===== config.mk =====
export PLATFORM = sky130hd
export DESIGN_NAME = tern_lut_unit
export DESIGN_NICKNAME = d
export VERILOG_FILES = /design/src/rtl/tlu_pkg.sv /design/src/rtl/tlu_table_sel.sv /design/src/rtl/tlu_lut_bank.sv /design/src/rtl/tlu_lane_merge.sv /design/src/rtl/tern_lut_unit.sv
export SDC_FILE = /design/constraint.sdc
export NUM_CORES = 1
export LEC_CHECK = 0
export ABC_AREA = 1
export CAP_MARGIN = 20
export CELL_PAD_IN_SITES_DETAIL_PLACEMENT = 1
export CELL_PAD_IN_SITES_GLOBAL_PLACEMENT = 1
export CORE_ASPECT_RATIO = 1.5
export CORE_MARGIN = 1.5
export CORE_UTILIZATION = 38
export CTS_CLUSTER_SIZE = 12
export DETAILED_ROUTE_END_ITERATION = 7
export DONT_BUFFER_PORTS = 1
export GPL_ROUTABILITY_DRIVEN = 0
export MAX_ROUTING_LAYER = met4
export PLACE_DENSITY_LB_ADDON = 0.25
export SLEW_MARGIN = 20
export SYNTH_ARGS = -nofsm -noshare
export SYNTH_HDL_FRONTEND = slang
export SYNTH_SLANG_ARGS = --single-unit

===== constraint.sdc =====
create_clock -name clk -period 1.28 [get_ports clk]
set_clock_uncertainty 0.2 [all_clocks]
set_input_delay 0.064 -clock clk [delete_from_list [all_inputs] [get_ports clk]]
set_output_delay 0.064 -clock clk [all_outputs]
set_load 0.05 [all_outputs]

===== src/rtl/tlu_pkg.sv =====
// Package: shared mode encoding and table width for the ternary lookup unit.
package tlu_pkg;
    typedef enum logic [1:0] {
        TLU_IMM  = 2'b00,
        TLU_REG  = 2'b01,
        TLU_MASK = 2'b10,
        TLU_HOLD = 2'b11
    } tlu_mode_e;

    localparam int TBL_W = 8;
    localparam int LO_W  = 5;
    localparam int HI_W  = TBL_W - LO_W;
endpackage


===== src/rtl/tlu_table_sel.sv =====
// Module: chooses the 8-entry truth table from the split immediate fields
// or the low byte of the register table operand.
// Assumes: the immediate low field holds entries 0..LO_W-1.
module tlu_table_sel
    import tlu_pkg::*;
#(
    parameter int XLEN = 64
) (
    input  tlu_mode_e          mode_i,
    input  logic [LO_W-1:0]    tbl_lo_i,
    input  logic [HI_W-1:0]    tbl_hi_i,
    input  logic [XLEN-1:0]    src_c_i,
    output logic [TBL_W-1:0]   table_o
);
    logic [TBL_W-1:0] imm_tbl;

    // Join the two immediate fields into one table.
    always_comb imm_tbl = {tbl_hi_i, tbl_lo_i};

    // Register mode reads the low byte of src_c; every other mode uses the immediate.
    always_comb begin
        if (mode_i == TLU_REG) table_o = src_c_i[TBL_W-1:0];
        else                   table_o = imm_tbl;
    end
endmodule


===== src/rtl/tlu_lut_bank.sv =====
// Module: one 3-input lookup per bit position, all positions in parallel.
// Assumes: index MSB is rt, middle is a, LSB is b; table bit 0 is entry 0.
module tlu_lut_bank
    import tlu_pkg::*;
#(
    parameter int XLEN = 64
) (
    input  logic [TBL_W-1:0] table_i,
    input  logic [XLEN-1:0]  rt_i,
    input  logic [XLEN-1:0]  a_i,
    input  logic [XLEN-1:0]  b_i,
    output logic [XLEN-1:0]  lut_o
);
    localparam int IDX_W = $clog2(TBL_W);

    for (genvar i = 0; i < XLEN; i++) begin : g_bit
        logic [IDX_W-1:0] idx;
        // Build the index for this bit and look it up in the table.
        always_comb begin
            idx      = {rt_i[i], a_i[i], b_i[i]};
            lut_o[i] = table_i[idx];
        end
    end
endmodule


===== src/rtl/tlu_lane_merge.sv =====
// Module: per-byte choice between the lookup result and the old destination.
// Assumes: XLEN is a multiple of LANE_W; bytes at or above MASK_W are never
// written in masked mode.
module tlu_lane_merge
    import tlu_pkg::*;
#(
    parameter int XLEN   = 64,
    parameter int MASK_W = 4,
    parameter int LANE_W = 8
) (
    input  tlu_mode_e          mode_i,
    input  logic [MASK_W-1:0]  mask_i,
    input  logic [XLEN-1:0]    lut_i,
    input  logic [XLEN-1:0]    rt_i,
    output logic [XLEN-1:0]    merged_o
);
    localparam int NLANES = XLEN / LANE_W;

    logic [NLANES-1:0] lane_we;

    for (genvar j = 0; j < NLANES; j++) begin : g_lane
        if (j < MASK_W) begin : g_masked
            // A lane the mask covers: written when enabled, or in any full-write mode.
            always_comb begin
                unique case (mode_i)
                    TLU_IMM, TLU_REG: lane_we[j] = 1'b1;
                    TLU_MASK:         lane_we[j] = mask_i[j];
                    default:          lane_we[j] = 1'b0;
                endcase
            end
        end else begin : g_unmasked
            // A lane above the mask: written only in the full-write modes.
            always_comb lane_we[j] = (mode_i == TLU_IMM) || (mode_i == TLU_REG);
        end
        // Select the new or the old byte for this lane.
        always_comb merged_o[j*LANE_W +: LANE_W] =
            lane_we[j] ? lut_i[j*LANE_W +: LANE_W] : rt_i[j*LANE_W +: LANE_W];
    end
endmodule


===== src/rtl/tern_lut_unit.sv =====
// Module: top of the ternary lookup unit. Selects the table, runs the
// per-bit lookups, merges lanes and registers the result.
// Assumes: synchronous active-low reset; XLEN a multiple of 8 and >= 32.
module tern_lut_unit
    import tlu_pkg::*;
#(
    parameter int XLEN   = 64,
    parameter int MASK_W = 4
) (
    input  logic              clk,
    input  logic              rst_n,
    input  logic [1:0]        op_mode,
    input  logic [LO_W-1:0]   tbl_lo,
    input  logic [HI_W-1:0]   tbl_hi,
    input  logic [MASK_W-1:0] byte_en,
    input  logic [XLEN-1:0]   rt_old,
    input  logic [XLEN-1:0]   src_a,
    input  logic [XLEN-1:0]   src_b,
    input  logic [XLEN-1:0]   src_c,
    output logic [XLEN-1:0]   result
);
    localparam int LANE_W = 8;

    tlu_mode_e        mode_e;
    logic [TBL_W-1:0] table_w;
    logic [XLEN-1:0]  lut_w;
    logic [XLEN-1:0]  merged_w;

    // Interpret the raw mode code as the package enum.
    always_comb mode_e = tlu_mode_e'(op_mode);

    tlu_table_sel #(.XLEN(XLEN)) u_table_sel (
        .mode_i   (mode_e),
        .tbl_lo_i (tbl_lo),
        .tbl_hi_i (tbl_hi),
        .src_c_i  (src_c),
        .table_o  (table_w)
    );

    tlu_lut_bank #(.XLEN(XLEN)) u_lut_bank (
        .table_i (table_w),
        .rt_i    (rt_old),
        .a_i     (src_a),
        .b_i     (src_b),
        .lut_o   (lut_w)
    );

    tlu_lane_merge #(.XLEN(XLEN), .MASK_W(MASK_W), .LANE_W(LANE_W)) u_lane_merge (
        .mode_i   (mode_e),
        .mask_i   (byte_en),
        .lut_i    (lut_w),
        .rt_i     (rt_old),
        .merged_o (merged_w)
    );

    // Register the merged value; reset clears it.
    always_ff @(posedge clk) begin
        if (!rst_n) result <= '0;
        else        result <= merged_w;
    end

    // Reset clears the output register.
    p_reset_clear_r8: assert property (@(posedge clk)
        !rst_n |=> (result == '0));

    // Hold mode returns the old destination.
    p_hold_mode_r6: assert property (@(posedge clk) disable iff (!rst_n)
        (op_mode == 2'b11) |=> (result == $past(rt_old)));

    // Masked mode with no lanes enabled leaves the destination alone.
    p_mask_none_r4: assert property (@(posedge clk) disable iff (!rst_n)
        (op_mode == 2'b10 && byte_en == '0) |=> (result == $past(rt_old)));

    // Masked mode never changes bytes above the mask.
    p_mask_upper_r5: assert property (@(posedge clk) disable iff (!rst_n)
        (op_mode == 2'b10) |=>
        (result[XLEN-1:MASK_W*LANE_W] == $past(rt_old[XLEN-1:MASK_W*LANE_W])));

    // An all-zero immediate table gives zero in immediate mode.
    p_imm_zero_r2: assert property (@(posedge clk) disable iff (!rst_n)
        (op_mode == 2'b00 && tbl_lo == '0 && tbl_hi == '0) |=> (result == '0));

    // An all-ones register table gives all ones in register mode.
    p_reg_ones_r3: assert property (@(posedge clk) disable iff (!rst_n)
        (op_mode == 2'b01 && src_c[TBL_W-1:0] == '1) |=> (result == '1));
endmodule


==> After elaboration in Yosys (flattened, before gate mapping) <==
Cells that the tools add are included.
{ "classes": {"eq_ne": 2, "magnitude_cmp": 64, "n_mux": 141, "n_reduce_logical": 3} }
{ "op_table": {"columns": ["cell", "n"], "rows": [
  ["$lt 3x4->1 const B", 64],
  ["$bmux 1 s3", 64],
  ["$mux 8", 9],
  ["$mux 1", 64],
  ["$pmux 1 s2", 4],
  ["$eq 2x1->1 const B", 1],
  ["$eq 2x2->1 const B", 1],
  ["$logic_not 2->1", 1],
  ["$reduce_or 2->1", 1],
  ["$logic_or 1x1->1", 1]
]} }
{ "word_totals": {"regBits": 64, "word_cells": 211, "output_inout_bits": 64} }

==> Logic depth before layout (Yosys ltp) <==
{ "depth": {"depth_word": 5, "ltp_mapped": 10} }

==> Hierarchy <==
From an unflattened synthesis, not the netlist that was laid out.
{ "unflattened": {"hier_cells": 1774, "hier_area_um2": 8639.5} }
{ "by_module_without_submodules": {"columns": ["module", "area_per_inst_um2", "instances", "seq_area_each_um2", "cells_each"], "rows": [
  ["tlu_lut_bank", 5730.5, 1, 0.0, 1336],
  ["tern_lut_unit", 1840.5, 1, 1281.2, 199],
  ["tlu_lane_merge", 942.2, 1, 0.0, 212],
  ["tlu_table_sel", 126.4, 1, 0.0, 27]
]} }

==> Least setup slack after synthesis <==
OpenSTA, ideal clock, no wires.
{ "synth_path": {"path_type": "input port to flip-flop", "startpoint": "input port op_mode[1]", "endpoint": "register result[0]", "slack_ps": -110, "path_stages": 10, "path_buffers": 3, "arrival_ps": 1058, "path_cell_list": "buf_6 inv_6 nand2_8 or2_1 buf_4 buf_6 nand3_1 nand3_1 nand3_1 a21oi_1"} }
{ "synth_between": {"elab_chain_cells": 5} }
{ "synth_rtl": {"columns": ["element", "line_no", "source"], "rows": [
  ["start: declaration", "tern_lut_unit.sv:12", "input logic [1:0] op_mode,"],
  ["$eq 2x1->1", "tlu_table_sel.sv:22, tlu_lane_merge.sv:25", null],
  ["$mux 8", "tlu_table_sel.sv:22", "if (mode_i == TLU_REG) table_o = src_c_i[TBL_W-1:0];"],
  ["$bmux 1 s3", "tlu_lut_bank.sv:21", "lut_o[i] = table_i[idx];"],
  ["$mux 1 (implied by the code)", "tlu_lut_bank.sv:21", null],
  ["$mux 8 *", "tlu_lane_merge.sv:37", "lane_we[j] ? lut_i[j*LANE_W +: LANE_W] : rt_i[j*LANE_W +: LANE_W];"],
  ["end signal: assignment", "tern_lut_unit.sv:59", "else result <= merged_w;"],
  ["end: declaration", "tern_lut_unit.sv:20", "output logic [XLEN-1:0] result"]
]} }
Every way passes the cells marked *; elsewhere a longest branch is shown, timed or not. The select of a mux whose other input is x is not followed.
A chain may end at the register's enable or synchronous reset.

==> Worst setup path after layout <==
{ "layout_path": {"startpoint": "input port src_b[26]", "endpoint": "register result[26]"} }
{ "layout_between": {"elab_chain_cells": 3} }
{ "layout_rtl": {"columns": ["element", "line_no", "source"], "rows": [
  ["start: declaration", "tern_lut_unit.sv:18", "input logic [XLEN-1:0] src_b,"],
  ["$bmux 1 s3", "tlu_lut_bank.sv:21", null],
  ["$mux 1 (implied by the code)", "tlu_lut_bank.sv:21", null],
  ["$mux 8", "tlu_lane_merge.sv:37", null]
]} }
No other way between the ends. The select of a mux whose other input is x is not followed.

==> impl_metrics.py <==
metrics = {
    "run_status": {
        "status": "finished, violations left",
        "violations": "negative setup slack",
    },
    "min_path": {
        "hold_path.startpoint": "byte_en[1]",
        "hp-class": "in2reg",
        "hold_end": "result[15]",
        "worstHoldPathCells": 4,
    },
    "synth": {
        "synth_edf_count": 0,
        "synthTopCellsByArea": "nand3_1 (57%), dfxtp_1 (16%), inv_1 (6.5%)",
        "synth_top_family_by_area": "simple AND/OR/NAND/NOR gates",
        "synth_xor_area_frac": 0,
        "syn_area_um2": 7860,
        "ys.flop_type": "dfxtp_1",
        "ys_seq_area_frac": 0.163,
        "synth_seq_cells": 64,
        "syn_inst": 1428,
        "yosysTopAreaCell": "nand3_1",
        "synthMuxAreaShare": 0,
        "synthArstFlopShare": 0,
        "synth.top_cell.area_share": 0.572,
        "syn-num-nets": 1700,
        "yosysWarnings": 0,
        "yosys.area_share.adder": 0,
        "syn_area_per_cell_um2": 5.51,
        "synth-compound-area-share": 0.0452,
        "yosys-top-cells-count": "nand3_1 (898), inv_1 (136), buf_2 (84), nand2_1 (67)",
        "synth-simple-area-share": 0.647,
        "yosysMostFrequentCell": "nand3_1",
        "yosysUniqueCellTypes": 19,
    },
    "cells_and_area": {
        "final_util": 0.560,
        "final_nets": 1885,
        "instances_no_fill": 1888,
        "syn_to_final_growth_pct": 44.8,
        "largest_register_ffs": 64,
        "reg_top3": "result x64",
        "drive_gt1_frac": 0.0941,
        "n_fill_cell": 2754,
        "top_register": "result",
    },
    "grt": {
        "grt_usage": 0.443,
        "grt_max_degree": 36,
        "grt_pass1_vias": 13900,
        "grt_pass1_wl_um": 73300,
        "overflow": 0,
        "antenna_found_initial": 4,
    },
    "sta": {
        "hold_violations": 0,
        "finalMaxSlewViolations": 0,
        "grt_setup_unrepaired": "true",
        "setup_viol": 1,
        "whs_ns": 0.00581,
        "fin_crit_ns": 1.30,
        "fin_crit_sh": 1.02,
        "worst_slack_ns": -0.0207,
        "relSlewSlack": 0.647,
        "tightestPinTransition_ns": 0.528,
        "fmax_mhz": 769,
    },
    "critical_path": {
        "cp.required_ns": 1.37,
        "cp_common_cell": "nand3_1",
        "start_kind": "input port",
        "arrival_ns": 1.39,
        "crit_chain": "dlygate4sd3_1 -> inv_2 -> nand3_1 -> nand3_1 -> nand3_1 -> a21oi_2",
        "cpPeakStageDelay_ns": 0.65,
        "cp-end-kind": "flop",
        "path_class": "in2reg",
        "slowest_stage": "dlygate4sd3_1",
        "cp_max_fo": 5,
    },
    "job": {
        "max_cap_violations": 0,
    },
    "detailed_routing": {
        "ant_nets": 0,
        "drc": 0,
        "num_vias": 13100,
        "drtPass1Iterations": 6,
        "drt_iter0_drc": 1642,
        "avgRoutedWirePerCell_um": 25.6,
        "wl_um": 48400,
        "avgViaCountPerCell": 6.95,
    },
    "clock_tree": {
        "cts.sinks": 64,
        "post_cts_buffers": 0,
        "cts_root_buf": "clkbuf_16",
        "cts_tree": "yes",
        "clockBufferDepth": 2,
        "cts.clk_slew.worst_paths_ns": 0.06,
        "cts_buffers": 9,
        "htreeDepth": 3,
    },
    "placed_design": {
        "dp.cells": 1669,
        "dp_hpwl_um": 26800,
        "io_buffers": 0,
    },
    "power": {
        "cellLeakagePower_uw": 0.00560,
        "p_int_uw": 5290,
        "peakVddDrop_uv": 485,
        "combinationalPowerShare": 0.440,
        "p_clk_frac": 0.276,
        "total_power_uw": 9400,
        "p_sw_uw": 4100,
        "powerDensity_nw_per_um2": 825,
        "p_sw_frac": 0.437,
        "p_seq_frac": 0.284,
    },
    "die": {
        "initial_core_util": 0.387,
        "num_rows": 64,
        "die_x_um": 120,
        "io_pins": 336,
        "dieArea_um2": 21600,
        "die_y_um": 179,
        "core_area_um2": 20300,
    },
}
==> repair_timing <==
action                                  in CTS  in global routing
gates resized for setup                      1                 64
endpoints found under the setup margin       1                 52
pin swaps                                    0                  3
hold buffers                               197                  0
hold endpoints to repair                    64                  0
==> worst max-delay path: cells and delay by family <==
| family | cells | cell delay (ns) |
|---|---|---|
| buffers and inverters | 2 | 0.78 |
| AND/OR/NAND/NOR | 3 | 0.36 |
| AO/OA/AOI/OAI | 1 | 0.19 |
==> final cells by class <==
cell class                      instances  area, µm²  share of cell area
Multi-Input combinational cell       1109       5540               0.487
Timing Repair Buffer                  286       3380               0.297
Sequential cell                        64       1290               0.113
Inverter                              143        547              0.0480
Tap cell                              264        330              0.0290
Clock buffer                           13        280              0.0246
Antenna cell                            9       22.5             0.00198
==> cell families (layout without fill, tap and decap cells) <==
| family | after synthesis | after routing |
|---|---|---|
| simple gates | 1041 | 1041 |
| compound gates | 68 | 68 |
| other cells | 0 | 9 |
| buf+inv | 255 | 442 |
| flops | 64 | 64 |
==> layout by cell type, fill, tap and decap left out, types with 39 or more instances in the layout <==
cell	n
a21oi_1	58
buf_12	51
buf_4	39
dfxtp_1	58
dlygate4sd3_1	156
dlymetal6s4s_1	40
inv_1	129
nand2_1	64
nand3_1	894
nor2_1	64
==> stage by stage <==
stage	area [µm²]	setup WS, ns	setup TNS, ns
3_3_place_gp	8930	-0.140	-6.50
6_report	11400	-0.0207	-0.0207
5_1_grt	11400	-0.0568	-0.164
3_5_place_dp	8930	-0.163	-7.29
4_1_cts	11200	0.00215	0
2_1_floorplan	7870	-0.0781	-4.72
==> routing by layer <==
metal / part of all wire / global-route usage
met1: 0.35 / 0.491
met2: 0.47 / 0.713
met5: 0 / -
met4: 0.074 / 0.302
met3: 0.11 / 0.0919
==> power by group through the flow <==
| stage | registers, µW | logic [µW] | clock network [µW] |
|---|---|---|---|
| 3_3_place_gp | 2700 | 2980 | 0 |
| 4_1_cts | 2660 | 3800 | 2540 |
| 6_report | 2670 | 4130 | 2590 |
| 3_5_place_dp | 2700 | 3070 | 0 |
| 5_1_grt | 2680 | 4400 | 2640 |
| 2_1_floorplan | 2830 | 1950 | 0 |
==> worst max path at each step <==
stage | from | to | slack (ns)
6_report | src_b[26] | result[26] | -0.02
3_3_place_gp | op_mode[1] | result[4] | -0.14
4_1_cts | byte_en[3] | result[26] | 0.002
3_5_place_dp | op_mode[1] | result[19] | -0.16
2_1_floorplan | op_mode[1] | result[0] | -0.08
5_1_grt | op_mode[1] | result[27] | -0.06
(Power assumes the default switching activity.)
